<file path="src/rtl/e1_mon_pkg.sv">
package e1_mon_pkg;

    localparam int REG_W     = 8;
    localparam int THR_W     = 3;
    localparam int ADDR_W    = 2;

    localparam int BIT_ALIGN = 4;
    localparam int BIT_OOF   = 3;
    localparam int BIT_MIMIC = 2;

    localparam logic [REG_W-1:0] STAT_MASK =
        REG_W'((1 << BIT_ALIGN) | (1 << BIT_OOF) | (1 << BIT_MIMIC));
    localparam logic [REG_W-1:0] CTRL_RST  = REG_W'(8'h03);
    localparam int               CTRL_W    = THR_W + 1;

    typedef enum logic [ADDR_W-1:0] {
        REG_CTRL   = 2'd0,
        REG_IRQ_EN = 2'd1,
        REG_STATUS = 2'd2
    } reg_addr_e;

    typedef enum logic [1:0] {
        REC_HUNT      = 2'd0,
        REC_WAIT_NFAS = 2'd1,
        REC_WAIT_FAS  = 2'd2
    } rec_state_e;

    typedef struct packed {
        logic fas_vld;
        logic fas_err;
        logic nfas_vld;
        logic nfas_one;
    } frame_obs_t;

    typedef struct packed {
        logic             w1c_mode;
        logic [THR_W-1:0] thr;
    } ctrl_t;

    function automatic logic [THR_W:0] fn_eff_thr(input logic [THR_W-1:0] f);
        return (f == '0) ? (THR_W+1)'(1) : {1'b0, f};
    endfunction

    function automatic logic [REG_W-1:0] fn_event_vec(input logic align_ev,
                                                      input logic oof_ev,
                                                      input logic mimic_ev);
        logic [REG_W-1:0] v;
        v            = '0;
        v[BIT_ALIGN] = align_ev;
        v[BIT_OOF]   = oof_ev;
        v[BIT_MIMIC] = mimic_ev;
        return v;
    endfunction

endpackage

</file>
<file path="src/rtl/e1_oof_tracker.sv">
module e1_oof_tracker
    import e1_mon_pkg::*;
#(
    parameter int CNT_W = THR_W
) (
    input  logic             clk,
    input  logic             rst,
    input  frame_obs_t       obs,
    input  logic [CNT_W-1:0] thr_field,
    output logic             oof,
    output logic             oof_chg
);

    logic [CNT_W-1:0] err_cnt;
    logic [CNT_W:0]   eff_thr;
    logic [CNT_W:0]   cnt_inc;
    rec_state_e       rec_q, rec_d;
    logic             declare, release_ok;

    assign eff_thr = (thr_field == '0) ? (CNT_W+1)'(1) : {1'b0, thr_field};
    assign cnt_inc = {1'b0, err_cnt} + (CNT_W+1)'(1);

    always_comb begin
        declare    = !oof && obs.fas_vld && obs.fas_err && (cnt_inc >= eff_thr);
        release_ok = oof && (rec_q == REC_WAIT_FAS) && obs.fas_vld && !obs.fas_err;
        oof_chg    = declare || release_ok;
    end

    always_comb begin
        rec_d = rec_q;
        if (!oof) begin
            rec_d = REC_HUNT;
        end else begin
            unique case (rec_q)
                REC_HUNT: begin
                    if (obs.fas_vld && !obs.fas_err) rec_d = REC_WAIT_NFAS;
                end
                REC_WAIT_NFAS: begin
                    if (obs.nfas_vld)
                        rec_d = obs.nfas_one ? REC_WAIT_FAS : REC_HUNT;
                    else if (obs.fas_vld && obs.fas_err)
                        rec_d = REC_HUNT;
                end
                REC_WAIT_FAS: begin
                    if (obs.fas_vld || (obs.nfas_vld && !obs.nfas_one))
                        rec_d = REC_HUNT;
                end
                default: rec_d = REC_HUNT;
            endcase
        end
    end

    always_ff @(posedge clk) begin
        if (rst) begin
            oof     <= 1'b0;
            err_cnt <= '0;
            rec_q   <= REC_HUNT;
        end else begin
            rec_q <= rec_d;
            if (declare) begin
                oof     <= 1'b1;
                err_cnt <= '0;
                rec_q   <= REC_HUNT;
            end else if (release_ok) begin
                oof   <= 1'b0;
                rec_q <= REC_HUNT;
            end else if (!oof && obs.fas_vld) begin
                err_cnt <= obs.fas_err ? cnt_inc[CNT_W-1:0] : '0;
            end
        end
    end

    logic past_ok;
    always_ff @(posedge clk) begin
        if (rst) past_ok <= 1'b0;
        else     past_ok <= 1'b1;
    end

    // the defect can only rise on an errored alignment check
    a_r1_rise_on_err: assert property (@(posedge clk) disable iff (rst || !past_ok)
        $rose(oof) |-> $past(obs.fas_vld && obs.fas_err));

    // a correct check while in frame never declares the defect
    a_r2_good_keeps_frame: assert property (@(posedge clk) disable iff (rst || !past_ok)
        (!oof && obs.fas_vld && !obs.fas_err) |=> !oof);

    // the defect can only clear on a correct alignment check
    a_r3_fall_on_good: assert property (@(posedge clk) disable iff (rst || !past_ok)
        $fell(oof) |-> $past(obs.fas_vld && !obs.fas_err));

endmodule

</file>
<file path="src/rtl/e1_sticky_status.sv">
module e1_sticky_status
    import e1_mon_pkg::*;
#(
    parameter int               W    = REG_W,
    parameter logic [W-1:0]     MASK = STAT_MASK
) (
    input  logic         clk,
    input  logic         rst,
    input  logic [W-1:0] set_vec,
    input  logic [W-1:0] clr_vec,
    output logic [W-1:0] status
);

    logic past_ok;
    always_ff @(posedge clk) begin
        if (rst) past_ok <= 1'b0;
        else     past_ok <= 1'b1;
    end

    for (genvar i = 0; i < W; i++) begin : g_bit
        if (MASK[i]) begin : g_impl
            always_ff @(posedge clk) begin
                if (rst) status[i] <= 1'b0;
                else     status[i] <= set_vec[i] | (status[i] & ~clr_vec[i]);
            end

            // an event always leaves the bit set, clear or not
            a_r7_event_wins: assert property (@(posedge clk) disable iff (rst || !past_ok)
                set_vec[i] |=> status[i]);

            // a set bit stays set until a clear is requested
            a_r6_sticky: assert property (@(posedge clk) disable iff (rst || !past_ok)
                (status[i] && !clr_vec[i]) |=> status[i]);
        end else begin : g_none
            assign status[i] = 1'b0;
        end
    end

endmodule

</file>
<file path="src/rtl/e1_mon_regs.sv">
module e1_mon_regs
    import e1_mon_pkg::*;
(
    input  logic              clk,
    input  logic              rst,
    input  logic [ADDR_W-1:0] addr,
    input  logic              wr_en,
    input  logic              rd_en,
    input  logic [REG_W-1:0]  wdata,
    input  logic [REG_W-1:0]  status,
    output ctrl_t             ctrl,
    output logic [REG_W-1:0]  irq_en,
    output logic [REG_W-1:0]  rdata,
    output logic [REG_W-1:0]  clr_vec
);

    logic sel_status;
    assign sel_status = (addr == REG_STATUS);

    always_ff @(posedge clk) begin
        if (rst) begin
            ctrl   <= ctrl_t'(CTRL_RST[CTRL_W-1:0]);
            irq_en <= '0;
        end else if (wr_en) begin
            if (addr == REG_CTRL)   ctrl   <= ctrl_t'(wdata[CTRL_W-1:0]);
            if (addr == REG_IRQ_EN) irq_en <= wdata & STAT_MASK;
        end
    end

    always_comb begin
        if (ctrl.w1c_mode)
            clr_vec = (wr_en && sel_status) ? (wdata & STAT_MASK) : '0;
        else
            clr_vec = (rd_en && sel_status) ? status : '0;
    end

    always_comb begin
        unique case (addr)
            REG_CTRL:   rdata = {{(REG_W-CTRL_W){1'b0}}, ctrl};
            REG_IRQ_EN: rdata = irq_en;
            REG_STATUS: rdata = status;
            default:    rdata = '0;
        endcase
    end

    // in write-one-to-clear mode a read alone requests no clear
    a_r8_read_keeps_w1c: assert property (@(posedge clk) disable iff (rst)
        (ctrl.w1c_mode && !wr_en) |-> (clr_vec == '0));

    // the unused address reads as zero
    a_r10_hole_zero: assert property (@(posedge clk) disable iff (rst)
        (addr == 2'd3) |-> (rdata == '0));

endmodule

</file>
<file path="src/rtl/e1_fas_irq_mon.sv">
module e1_fas_irq_mon
    import e1_mon_pkg::*;
(
    input  logic              clk,
    input  logic              rst,
    input  logic              fas_chk_vld,
    input  logic              fas_chk_err,
    input  logic              nfas_chk_vld,
    input  logic              nfas_spare_one,
    input  logic              align_move,
    input  logic              mimic_seen,
    input  logic [ADDR_W-1:0] reg_addr,
    input  logic              reg_wr_en,
    input  logic              reg_rd_en,
    input  logic [REG_W-1:0]  reg_wdata,
    output logic [REG_W-1:0]  reg_rdata,
    output logic              oof_defect,
    output logic              irq
);

    frame_obs_t       obs;
    ctrl_t            ctrl;
    logic             oof_chg;
    logic [REG_W-1:0] ev_vec, clr_vec, status, irq_en;

    assign obs = '{fas_vld: fas_chk_vld, fas_err: fas_chk_err,
                   nfas_vld: nfas_chk_vld, nfas_one: nfas_spare_one};

    e1_oof_tracker #(.CNT_W(THR_W)) u_track (
        .clk       (clk),
        .rst       (rst),
        .obs       (obs),
        .thr_field (ctrl.thr),
        .oof       (oof_defect),
        .oof_chg   (oof_chg)
    );

    assign ev_vec = fn_event_vec(align_move, oof_chg, mimic_seen);

    e1_sticky_status #(.W(REG_W), .MASK(STAT_MASK)) u_stat (
        .clk     (clk),
        .rst     (rst),
        .set_vec (ev_vec),
        .clr_vec (clr_vec),
        .status  (status)
    );

    e1_mon_regs u_regs (
        .clk     (clk),
        .rst     (rst),
        .addr    (reg_addr),
        .wr_en   (reg_wr_en),
        .rd_en   (reg_rd_en),
        .wdata   (reg_wdata),
        .status  (status),
        .ctrl    (ctrl),
        .irq_en  (irq_en),
        .rdata   (reg_rdata),
        .clr_vec (clr_vec)
    );

    assign irq = |(status & irq_en);

    logic past_ok;
    always_ff @(posedge clk) begin
        if (rst) past_ok <= 1'b0;
        else     past_ok <= 1'b1;
    end

    // every change of the defect leaves the change bit set
    a_r4_change_flagged: assert property (@(posedge clk) disable iff (rst || !past_ok)
        (oof_defect != $past(oof_defect)) |-> status[BIT_OOF]);

    // alignment-move and mimic pulses are recorded
    a_r5_align_recorded: assert property (@(posedge clk) disable iff (rst || !past_ok)
        align_move |=> status[BIT_ALIGN]);
    a_r5_mimic_recorded: assert property (@(posedge clk) disable iff (rst || !past_ok)
        mimic_seen |=> status[BIT_MIMIC]);

    // with every enable off the interrupt stays low
    a_r9_no_enable_quiet: assert property (@(posedge clk) disable iff (rst)
        (irq_en == '0) |-> !irq);

endmodule

</file>
<file path="config.mk">
export PLATFORM = sky130hd
export DESIGN_NAME = e1_fas_irq_mon
export DESIGN_NICKNAME = d
export VERILOG_FILES = /design/src/rtl/e1_mon_pkg.sv /design/src/rtl/e1_oof_tracker.sv /design/src/rtl/e1_sticky_status.sv /design/src/rtl/e1_mon_regs.sv /design/src/rtl/e1_fas_irq_mon.sv
export SDC_FILE = /design/constraint.sdc
export NUM_CORES = 1
export LEC_CHECK = 0
export ABC_CLOCK_PERIOD_IN_PS = 4790
export BUFFER_PORTS_ARGS = -buffer_cell sky130_fd_sc_hd__buf_2
export CAP_MARGIN = 20
export CORE_MARGIN = 3
export CORE_UTILIZATION = 52
export DETAILED_ROUTE_END_ITERATION = 7
export GPL_ROUTABILITY_DRIVEN = 0
export GPL_TIMING_DRIVEN = 0
export PLACE_DENSITY = 0.86
export SETUP_SLACK_MARGIN = 0.05
export SLEW_MARGIN = 20
export SYNTH_ARGS = -nofsm -noshare
export SYNTH_HDL_FRONTEND = slang
export SYNTH_SLANG_ARGS = --single-unit
</file>
<file path="constraint.sdc">
create_clock -name clk -period 4.79 [get_ports clk]
set_input_delay 0.958 -clock clk [delete_from_list [all_inputs] [get_ports clk]]
set_output_delay 0.958 -clock clk [all_outputs]
set_load 0.05 [all_outputs]
</file>
==> flow_summary.ini, run 1 <==
[run_status]
outcome = completed

[die]
num_io_pins = 30
start_util = 0.570
die_h_um = 47.1
placementRows = 14
coreArea_um2 = 1540
die_w_um = 47.1
die_area_um2 = 2220

[cts]
cts-buffers-inserted = 3
cts_setup_buffers = 0
h-tree-depth = 1
cts.clk_slew.worst_paths_ps = 90
cts_tree = built
cts_buffer_depth = 2
clock_tree.root_cell = clkbuf_4
clk_latency_ps = 280
cts_hold_buf = 0
ctsResizeCount = 0
clock_sinks = 16

[synth]
yosysTopAreaCell = dfxtp_1
synth_cell_type_count = 34
ys_seq_area_frac = 0.365
synth_area_leaders = dfxtp_1 (36%), nand2_1 (7.7%), ha_1 (5.7%), a21oi_1 (4.6%), nand3_1 (4.6%)
syn_inst = 109
yosys_warnings = 0
synth_area_um2 = 878
synth.top_cell.area_share = 0.365
synth-seq-cells = 16
avgSynthCellArea_um2 = 8.06

[timing]
hold-worst-slack_ps = 484
setup_tns_ps = 0
fin_skew_ps = 3.27
rsz0062_at_grt = no
setup_violations = 0
layout_min_cycle_time_ps = 2740
max_freq_mhz = 366
drv_slew = 0
period_share = 0.571
hold_viol = 0

[finish]
fill_cells = 147
seqCellArea_um2 = 320
fin_util = 0.679
multiInputGateArea_um2 = 500
area_delta_synth_final_pct = 19.2
n_antenna_cell = 0
nets = 161
layout-drive-gt1-share = 0.228

[power]
p_sw_uw = 80.9
pwr-share-clk = 0.301
powerDensity_nw_per_um2 = 272
sw_frac_of_total = 0.284
p_leak_nw = 0.474
ir_drop_v = 0.000195
intPower_uw = 204
combPwrFrac = 0.197
pwr-share-seq = 0.502

[hold_path]
holdPathStages = 2
hold_path_class = reg2reg
hold_path_end = u_regs.irq_en[4]$_SDFFE_PP0P_
hp-start = u_regs.irq_en[4]$_SDFFE_PP0P_

[grt]
track_usage = 0.197
grt-ovfl-total = 0
grt_pass1_wl_mm = 3.09
grt_max_degree = 11
antenna_found_initial = 0
grt_pass1_vias = 754

[critical_path]
r2r-start = u_track.err_cnt[0]$_SDFFE_PP0P_
cp_num_buf_inv = 2
cp_common_cell = buf_2
rrSetupSlack_ps = 2970
critical_path_class = in2out
r2r-end = u_track.err_cnt[1]$_SDFFE_PP0P_
crit_chain = buf_2, and2b_1, a22o_1, buf_2
cp_max_fo = 7
cp.required_ps = 3830
slowest_stage = and2b_1
start_kind = input port
slowest_delay_ps = 280
critPathArrivalTime_ps = 1780
end_kind = output port
crit_family = buffers and inverters
reg2reg_depth = 6

[routing]
wl_per_cell_um = 12.6
vias = 877
ant_nets = 0
drc_errors = 0
drt_pass1_iterations = 4
drt_iter0_markers = 31
drt-total-wl_mm = 1.92
via_per_inst = 5.77

[run]
maxCapViolCount = 0

[place]
port_buffers = 21
dp_hpwl_mm = 1.57
Yosys cell counts (all sizes together):
| cell | count |
|---|---|
| nand3b | 1 |
| nor2 | 4 |
| a31oi | 5 |
| mux2i | 2 |
| nor3b | 1 |
| o21bai | 1 |
| and3 | 2 |
| inv | 6 |
| a222oi | 1 |
| a41oi | 1 |
| o211ai | 1 |
| buf | 5 |
| o21ai | 5 |
| xor2 | 1 |
| and2 | 2 |
| ha | 4 |
| a211o | 2 |
| a22o | 1 |
| conb | 1 |
| nand4bb | 1 |
| clkbuf | 1 |
| nor3 | 3 |
| a21boi | 2 |
| nand3 | 8 |
| and4b | 1 |
| dfxtp | 16 |
| nand2 | 18 |
| a2111oi | 1 |
| and2b | 3 |
| a21oi | 8 |
| nand2b | 1 |
logic make-up (layout without fill, tap and decap cells):
kind of cell / count (synthesis) / after routing / share of synthesized area
AOI/OAI and AO/OA: 28 / 28 / 0.205
DFF: 16 / 16 / 0.365
muxes: 2 / 2 / 0.0228
and+or+nand+nor: 45 / 45 / 0.262
xor gates and xnor gates: 1 / 1 / 0.00997
buffers and inverters: 12 / 37 / 0.0741
other: 1 / 3 / 0.00427
adders and majority gates: 4 / 4 / 0.0570
worst max path at each step:
stage / from / endpoint / slack, ps / cells past startpoint
after floorplan: reg_addr[0] / reg_rdata[2] / 1570 / 3
after global placement: reg_addr[1] / reg_rdata[4] / 2080 / 4
after detailed placement: reg_addr[1] / reg_rdata[4] / 2060 / 4
after CTS: reg_addr[1] / reg_rdata[4] / 2060 / 4
after global routing: reg_addr[1] / reg_rdata[4] / 2010 / 4
final: reg_addr[1] / reg_rdata[4] / 2050 / 4
metrics by stage:
stage / total power, mW / instance area, um^2 / setup slack (ps) / instances
6_report: 0.285 / 1050 / 2050 / 152
5_1_grt: 0.302 / 1050 / 2010 / 152
2_1_floorplan: 0.185 / 886 / 1570 / 111
4_1_cts: 0.288 / 1050 / 2060 / 152
3_5_place_dp: 0.202 / 1010 / 2060 / 148
3_3_place_gp: 0.200 / 1010 / 2080 / 148
state kept, by name, indices dropped and copies added, names as in the netlist:
| name | cells |
|---|---|
| u_regs.irq_en | 3 |
| u_regs.ctrl | 4 |
| u_stat.status | 3 |
| u_track.rec_q | 2 |
| u_track.oof | 1 |
| u_track.err_cnt | 3 |
final cells by class:
type	count	share of cell area
Buffer	6	0.0406
Clock buffer	4	0.0346
Inverter	6	0.0215
Multi-Input combinational cell	83	0.478
Sequential cell	16	0.306
Tap cell	16	0.0191
Timing Repair Buffer	21	0.100
cell usage in the layout (no fill, tap or decap), types with 2 or more instances in the layout:
cell type  count
o21ai_0        5
nor2_1         3
a31oi_1        5
buf_2         22
a21boi_0       2
and3_1         2
nand2_1       18
buf_4          3
and2_1         2
nand3_1        8
mux2i_1        2
inv_1          6
a211o_1        2
dfxtp_1       16
and2b_1        3
conb_1         3
clkbuf_4       3
nor3_1         3
ha_1           4
a21oi_1        8
layer usage:
layer | GRT usage | vias up | part of all wire
met5 | 0 | - | 0
met4 | 0.0829 | 0 | 0.0099
met3 | 0.0460 | 2 | 0.072
met2 | 0.322 | 31 | 0.49
met1 | 0.247 | 408 | 0.42
li1 | - | 436 | -
power groups by stage:
stage	registers (mW)	clock network (mW)	logic (mW)
floorplan	0.146	0	0.0384
detailed placement	0.146	0	0.0560
finish	0.143	0.0859	0.0561
global placement	0.146	0	0.0541
global route	0.144	0.0963	0.0617
CTS	0.143	0.0890	0.0562
worst min-delay path: cells and delay by family (launching register included):
kind / cells / cell delay [ps]
simple gates: 1 / 60
flops: 1 / 340
compound gates: 1 / 50
Power figures use the tool's default switching activity.
==> inputs of run 2 (changes only) <==
--- a/config.mk
+++ b/config.mk
@@ -5,15 +5,16 @@
 export SDC_FILE = /design/constraint.sdc
 export NUM_CORES = 1
 export LEC_CHECK = 0
-export ABC_CLOCK_PERIOD_IN_PS = 4790
+export ABC_CLOCK_PERIOD_IN_PS = 2600
 export BUFFER_PORTS_ARGS = -buffer_cell sky130_fd_sc_hd__buf_2
 export CAP_MARGIN = 20
+export CORE_ASPECT_RATIO = 1.4
 export CORE_MARGIN = 3
-export CORE_UTILIZATION = 52
+export CORE_UTILIZATION = 48
 export DETAILED_ROUTE_END_ITERATION = 7
 export GPL_ROUTABILITY_DRIVEN = 0
 export GPL_TIMING_DRIVEN = 0
-export PLACE_DENSITY = 0.86
+export PLACE_DENSITY = 0.81
 export SETUP_SLACK_MARGIN = 0.05
 export SLEW_MARGIN = 20
 export SYNTH_ARGS = -nofsm -noshare
==> constraint.sdc (replaced) <==
create_clock -name clk -period 2.6 [get_ports clk]
set_input_delay 0.52 -clock clk [delete_from_list [all_inputs] [get_ports clk]]
set_output_delay 0.52 -clock clk [all_outputs]
set_load 0.05 [all_outputs]
==> run 2 against run 1 <==
  * Sequential share of layout area grew 0.30 points
  * Clock skew fell by 0.76 ps
  * Combinational power up 84%
  * Sequential cell count did not move
  * Cell count increased by 1.3%
  * Total power is 73% higher
  * Design area decreased by 0.96%
  * First-iteration DRC count decreased by 26%
  * Clock-buffer cell count is 1 lower
  * Critical path depth unchanged
  * Non-clock buffer count did not move
  * Critical path type unchanged
  * Critical endpoint unchanged
==> flow_summary.ini, run 2 (synthesized netlist as in run 1, its figures left out) <==
[run_status]
outcome = completed

[critical_path]
rrSetupSlack_ps = 760
start_kind = input port
critical_path_class = in2out
end_kind = output port
cp.required_ps = 2080
reg2reg_depth = 7
cp_max_fo = 7
critPathArrivalTime_ps = 1340

[cts]
h-tree-depth = 1
cts-buffers-inserted = 3
clock_tree.root_cell = clkbuf_4
ctsResizeCount = 0
clock_sinks = 16
cts_hold_buf = 0
clk_latency_ps = 280
cts_tree = built
cts_buffer_depth = 2
cts.clk_slew.worst_paths_ps = 80
cts_setup_buffers = 0

[power]
sw_frac_of_total = 0.299
p_leak_nw = 0.466
powerDensity_nw_per_um2 = 474
pwr-share-seq = 0.536
p_sw_uw = 147
pwr-share-clk = 0.254
intPower_uw = 345
ir_drop_v = 0.000303
power_uw = 492
combPwrFrac = 0.210

[grt]
grt_max_degree = 11
track_usage = 0.160
antenna_found_initial = 0
grt-ovfl-total = 0
grt_pass1_wl_mm = 3.11
grt_pass1_vias = 768

[die]
num_io_pins = 30
die_area_um2 = 2390
placementRows = 17
die_w_um = 42.2
start_util = 0.529
coreArea_um2 = 1660
die_h_um = 56.6

[timing]
setup_tns_ps = 0
period_share = 0.716
setup_violations = 0
rsz0062_at_grt = no
layout_min_cycle_time_ps = 1860
max_freq_mhz = 537
drv_slew = 0
fin_skew_ps = 2.51
hold_viol = 0

[routing]
ant_nets = 0
drt_iter0_markers = 23
via_per_inst = 5.60
drt-total-wl_mm = 1.84
drc_errors = 0
wl_per_cell_um = 11.9
drt_pass1_iterations = 4
vias = 862

[finish]
fill_cells = 153
area_delta_synth_final_pct = 18.1
largest-register = u_regs.ctrl
largest_reg_flops = 4
final_cell_mix = buf_2 (22), nand2_1 (18), dfxtp_1 (16)
multiInputGateArea_um2 = 500
seqCellArea_um2 = 320
n_antenna_cell = 0
nets = 161
layout-drive-gt1-share = 0.222
layout_commonest_cell = buf_2

[hold_path]
hold_path_class = in2reg
holdPathStages = 3

[place]
dp_hpwl_mm = 1.49
port_buffers = 21

[run]
maxCapViolCount = 0
==> run 2: worst paths after layout <==
kind,end,start
worst max-delay path,reg_rdata[4],reg_addr[1]
worst min-delay path,u_stat.status[4]$_SDFF_PP0_,align_move
worst max register to register,u_track.err_cnt[2]$_SDFFE_PP0P_,u_track.err_cnt[0]$_SDFFE_PP0P_
worst min register to register,u_regs.irq_en[4]$_SDFFE_PP0P_,u_regs.irq_en[4]$_SDFFE_PP0P_
==> run 2: per-stage QoR <==
stage / instance area (um^2) / instances / hold WS [ps] / utilization / worst slack (ps)
after floorplan: 886 / 111 / 444 / - / 251
after global placement: 1010 / 151 / 463 / 0.612 / 754
after detailed placement: 1010 / 151 / 467 / 0.612 / 749
after CTS: 1040 / 154 / 441 / 0.625 / 745
after global routing: 1040 / 154 / 479 / 0.625 / 603
final: 1040 / 154 / 447 / 0.625 / 739
==> run 2: power by group through the flow <==
stage | clock network (mW) | logic (mW) | registers, mW
finish | 0.125 | 0.103 | 0.264
global route | 0.138 | 0.113 | 0.265
CTS | 0.131 | 0.104 | 0.263
detailed placement | 0 | 0.103 | 0.269
global placement | 0 | 0.101 | 0.269
floorplan | 0 | 0.0707 | 0.270
==> run 2: layout make-up <==
class                   instances  share of cell area
inverters                       6              0.0217
flip-flops and latches         16               0.309
repair buffers                 21               0.101
clock buffers                   3              0.0217
plain buffers                   6              0.0410
multi-input cells              83               0.483
well taps                      19              0.0229
==> run 2: per-layer routing <==
metal  part of all wire  global-route usage  vias up
met5                  0                   0        -
met4              0.014              0.0622        0
met3              0.054              0.0224        4
met2               0.52               0.296       25
met1               0.41               0.180      391
li1                   -                   -      442
==> run 2: critical path, cell delays in order <==
cell,delay [ps]
buf_2,140
and2b_1,280
a22o_1,150
buf_2,250
==> inputs of run 3 (changes only) <==
--- a/config.mk
+++ b/config.mk
@@ -5,16 +5,16 @@
 export SDC_FILE = /design/constraint.sdc
 export NUM_CORES = 1
 export LEC_CHECK = 0
-export ABC_CLOCK_PERIOD_IN_PS = 2600
+export ABC_CLOCK_PERIOD_IN_PS = 1700
 export BUFFER_PORTS_ARGS = -buffer_cell sky130_fd_sc_hd__buf_2
 export CAP_MARGIN = 20
 export CORE_ASPECT_RATIO = 1.4
 export CORE_MARGIN = 3
-export CORE_UTILIZATION = 48
+export CORE_UTILIZATION = 43
 export DETAILED_ROUTE_END_ITERATION = 7
 export GPL_ROUTABILITY_DRIVEN = 0
 export GPL_TIMING_DRIVEN = 0
-export PLACE_DENSITY = 0.81
+export PLACE_DENSITY = 0.77
 export SETUP_SLACK_MARGIN = 0.05
 export SLEW_MARGIN = 20
 export SYNTH_ARGS = -nofsm -noshare
==> constraint.sdc (replaced) <==
create_clock -name clk -period 1.7 [get_ports clk]
set_input_delay 0.34 -clock clk [delete_from_list [all_inputs] [get_ports clk]]
set_output_delay 0.34 -clock clk [all_outputs]
set_load 0.05 [all_outputs]
==> run 3 against run 2 <==
  * Global-route usage rose by 0.81 points
  * Clock skew fell by 1.5 ps
  * First-iteration DRC count fell by 8.7%
  * Critical path depth rose by 3
  * Setup slack got worse by 620 ps
  * Cell count rose by 1.9%
  * Utilization fell by 1.5 points
  * Combinational power rose by 66%
  * Largest cell class unchanged
  * Highest routed layer unchanged
==> flow_summary.ini, run 3 (synthesized netlist as in run 1, its figures left out) <==
[hold_path]
hp-start = mimic_seen
hold_path_end = u_stat.status[2]$_SDFF_PP0_
hold_path_class = in2reg
holdPathStages = 3

[run]
maxCapViolCount = 0

[power]
ir_drop_v = 0.000487
powerDensity_nw_per_um2 = 735
p_leak_nw = 0.486

[routing]
vias = 865
drt_pass1_iterations = 5
wl_per_cell_um = 12.8
drt_iter0_markers = 21
via_per_inst = 5.51
ant_nets = 0
drt-total-wl_mm = 2.02
drc_errors = 0

[grt]
antenna_found_initial = 0
grt-ovfl-total = 0
grt_pass1_wl_mm = 3.37
grt_pass1_vias = 822
track_usage = 0.169
grt_max_degree = 11

[place]
dp_hpwl_mm = 1.50
port_buffers = 21

[cts]
clock_tree.root_cell = clkbuf_4
cts-buffers-inserted = 3
clock_sinks = 16
cts_buffer_depth = 2
clk_latency_ps = 280
cts.clk_slew.worst_paths_ps = 90
h-tree-depth = 1
cts_tree = built

[critical_path]
start_kind = flop
slowest_delay_ps = 380
cp.required_ps = 1880
crit_chain = ha_4, xor2_2, ha_1, o21ai_2, o21ai_2, a31oi_2, a21boi_2
reg2reg_depth = 7
end_kind = flop
cp_common_cell = o21ai_2
r2r-start = u_track.err_cnt[0]$_SDFFE_PP0P_
crit_family = compound AO/OA/AOI/OAI gates
rrSetupSlack_ps = 120
slowest_stage = dfxtp_4
cp_max_fo = 5
critical_path_class = reg2reg
critPathArrivalTime_ps = 1760
r2r-end = u_track.err_cnt[1]$_SDFFE_PP0P_
cp_num_buf_inv = 0

[finish]
final_cell_mix = buf_2 (20), nand2_1 (18), dfxtp_1 (13)
layout-drive-gt1-share = 0.321
largest_reg_flops = 4
n_antenna_cell = 0
seqCellArea_um2 = 327
fill_cells = 174
area_delta_synth_final_pct = 28.2
layout_commonest_cell = buf_2
fin_util = 0.610
largest-register = u_regs.ctrl
nets = 162
multiInputGateArea_um2 = 552

[die]
coreArea_um2 = 1850
die_h_um = 59.5
die_w_um = 44.2
die_area_um2 = 2630
placementRows = 18
num_io_pins = 30
start_util = 0.476

[timing]
setup_tns_ps = 0
hold-worst-slack_ps = 257
drv_slew = 0
fin_skew_ps = 1.02
layout_min_cycle_time_ps = 1580
rsz0062_at_grt = yes
max_freq_mhz = 633
setup_violations = 0
period_share = 0.930
hold_viol = 0

[run_status]
outcome = completed
-- run 3: power breakdown --
part           switching (mW)  internal [mW]  leakage [nW]
clock                   0.121          0.130        0.0210
combinational           0.107         0.0646         0.332
sequential             0.0145          0.390         0.132
total                   0.243          0.585         0.486
-- run 3: what timing repair did --
action,4_1_cts,5_1_grt
hold buffers,0,0
endpoints found under the setup margin,5,5
buffers inserted,0,1
gates cloned,0,0
resized for setup,10,11
pin swaps,1,1
-- run 3: how the worst max path moves through the flow --
| stage | endpoint | depth (start not counted) | from |
|---|---|---|---|
| after floorplan | reg_rdata[2] | 3 | reg_addr[0] |
| after CTS | u_track.err_cnt[1]$_SDFFE_PP0P_ | 7 | u_track.err_cnt[0]$_SDFFE_PP0P_ |
| after global routing | u_track.err_cnt[1]$_SDFFE_PP0P_ | 6 | u_track.err_cnt[0]$_SDFFE_PP0P_ |
| final | u_track.err_cnt[1]$_SDFFE_PP0P_ | 7 | u_track.err_cnt[0]$_SDFFE_PP0P_ |
| after global placement | u_track.err_cnt[1]$_SDFFE_PP0P_ | 6 | u_track.err_cnt[0]$_SDFFE_PP0P_ |
| after detailed placement | u_track.err_cnt[2]$_SDFFE_PP0P_ | 7 | u_track.err_cnt[0]$_SDFFE_PP0P_ |
-- run 3: cell type report --
| cell class | instances | share of cell area |
|---|---|---|
| multi-input cells | 83 | 0.490 |
| flip-flops and latches | 16 | 0.290 |
| repair buffers | 22 | 0.108 |
| plain buffers | 6 | 0.0378 |
| clock buffers | 4 | 0.0322 |
| well taps | 20 | 0.0222 |
| inverters | 6 | 0.0200 |
-- run 3: metrics by stage --
step	power (mW)	cell area (um^2)	setup WS, ps	std cells
after CTS	0.826	1080	72.9	156
after global placement	0.566	1020	-6.57	152
after floorplan	0.522	891	86.6	111
final	0.827	1130	119	157
after detailed placement	0.569	1020	-78.7	152
after global routing	0.872	1130	21.0	157
-- run 3: worst register-to-register path, cell delays in order, from the launching register on --
cell	delay [ps]
dfxtp_4	380
ha_4	170
xor2_2	150
ha_1	300
o21ai_2	60
o21ai_2	140
a31oi_2	120
a21boi_2	170
-- run 3: routing by layer --
metal  global-route usage  part of all wire
met3               0.0274             0.057
met5                    0                 0
met4               0.0819             0.014
met2                0.279              0.52
met1                0.208              0.41
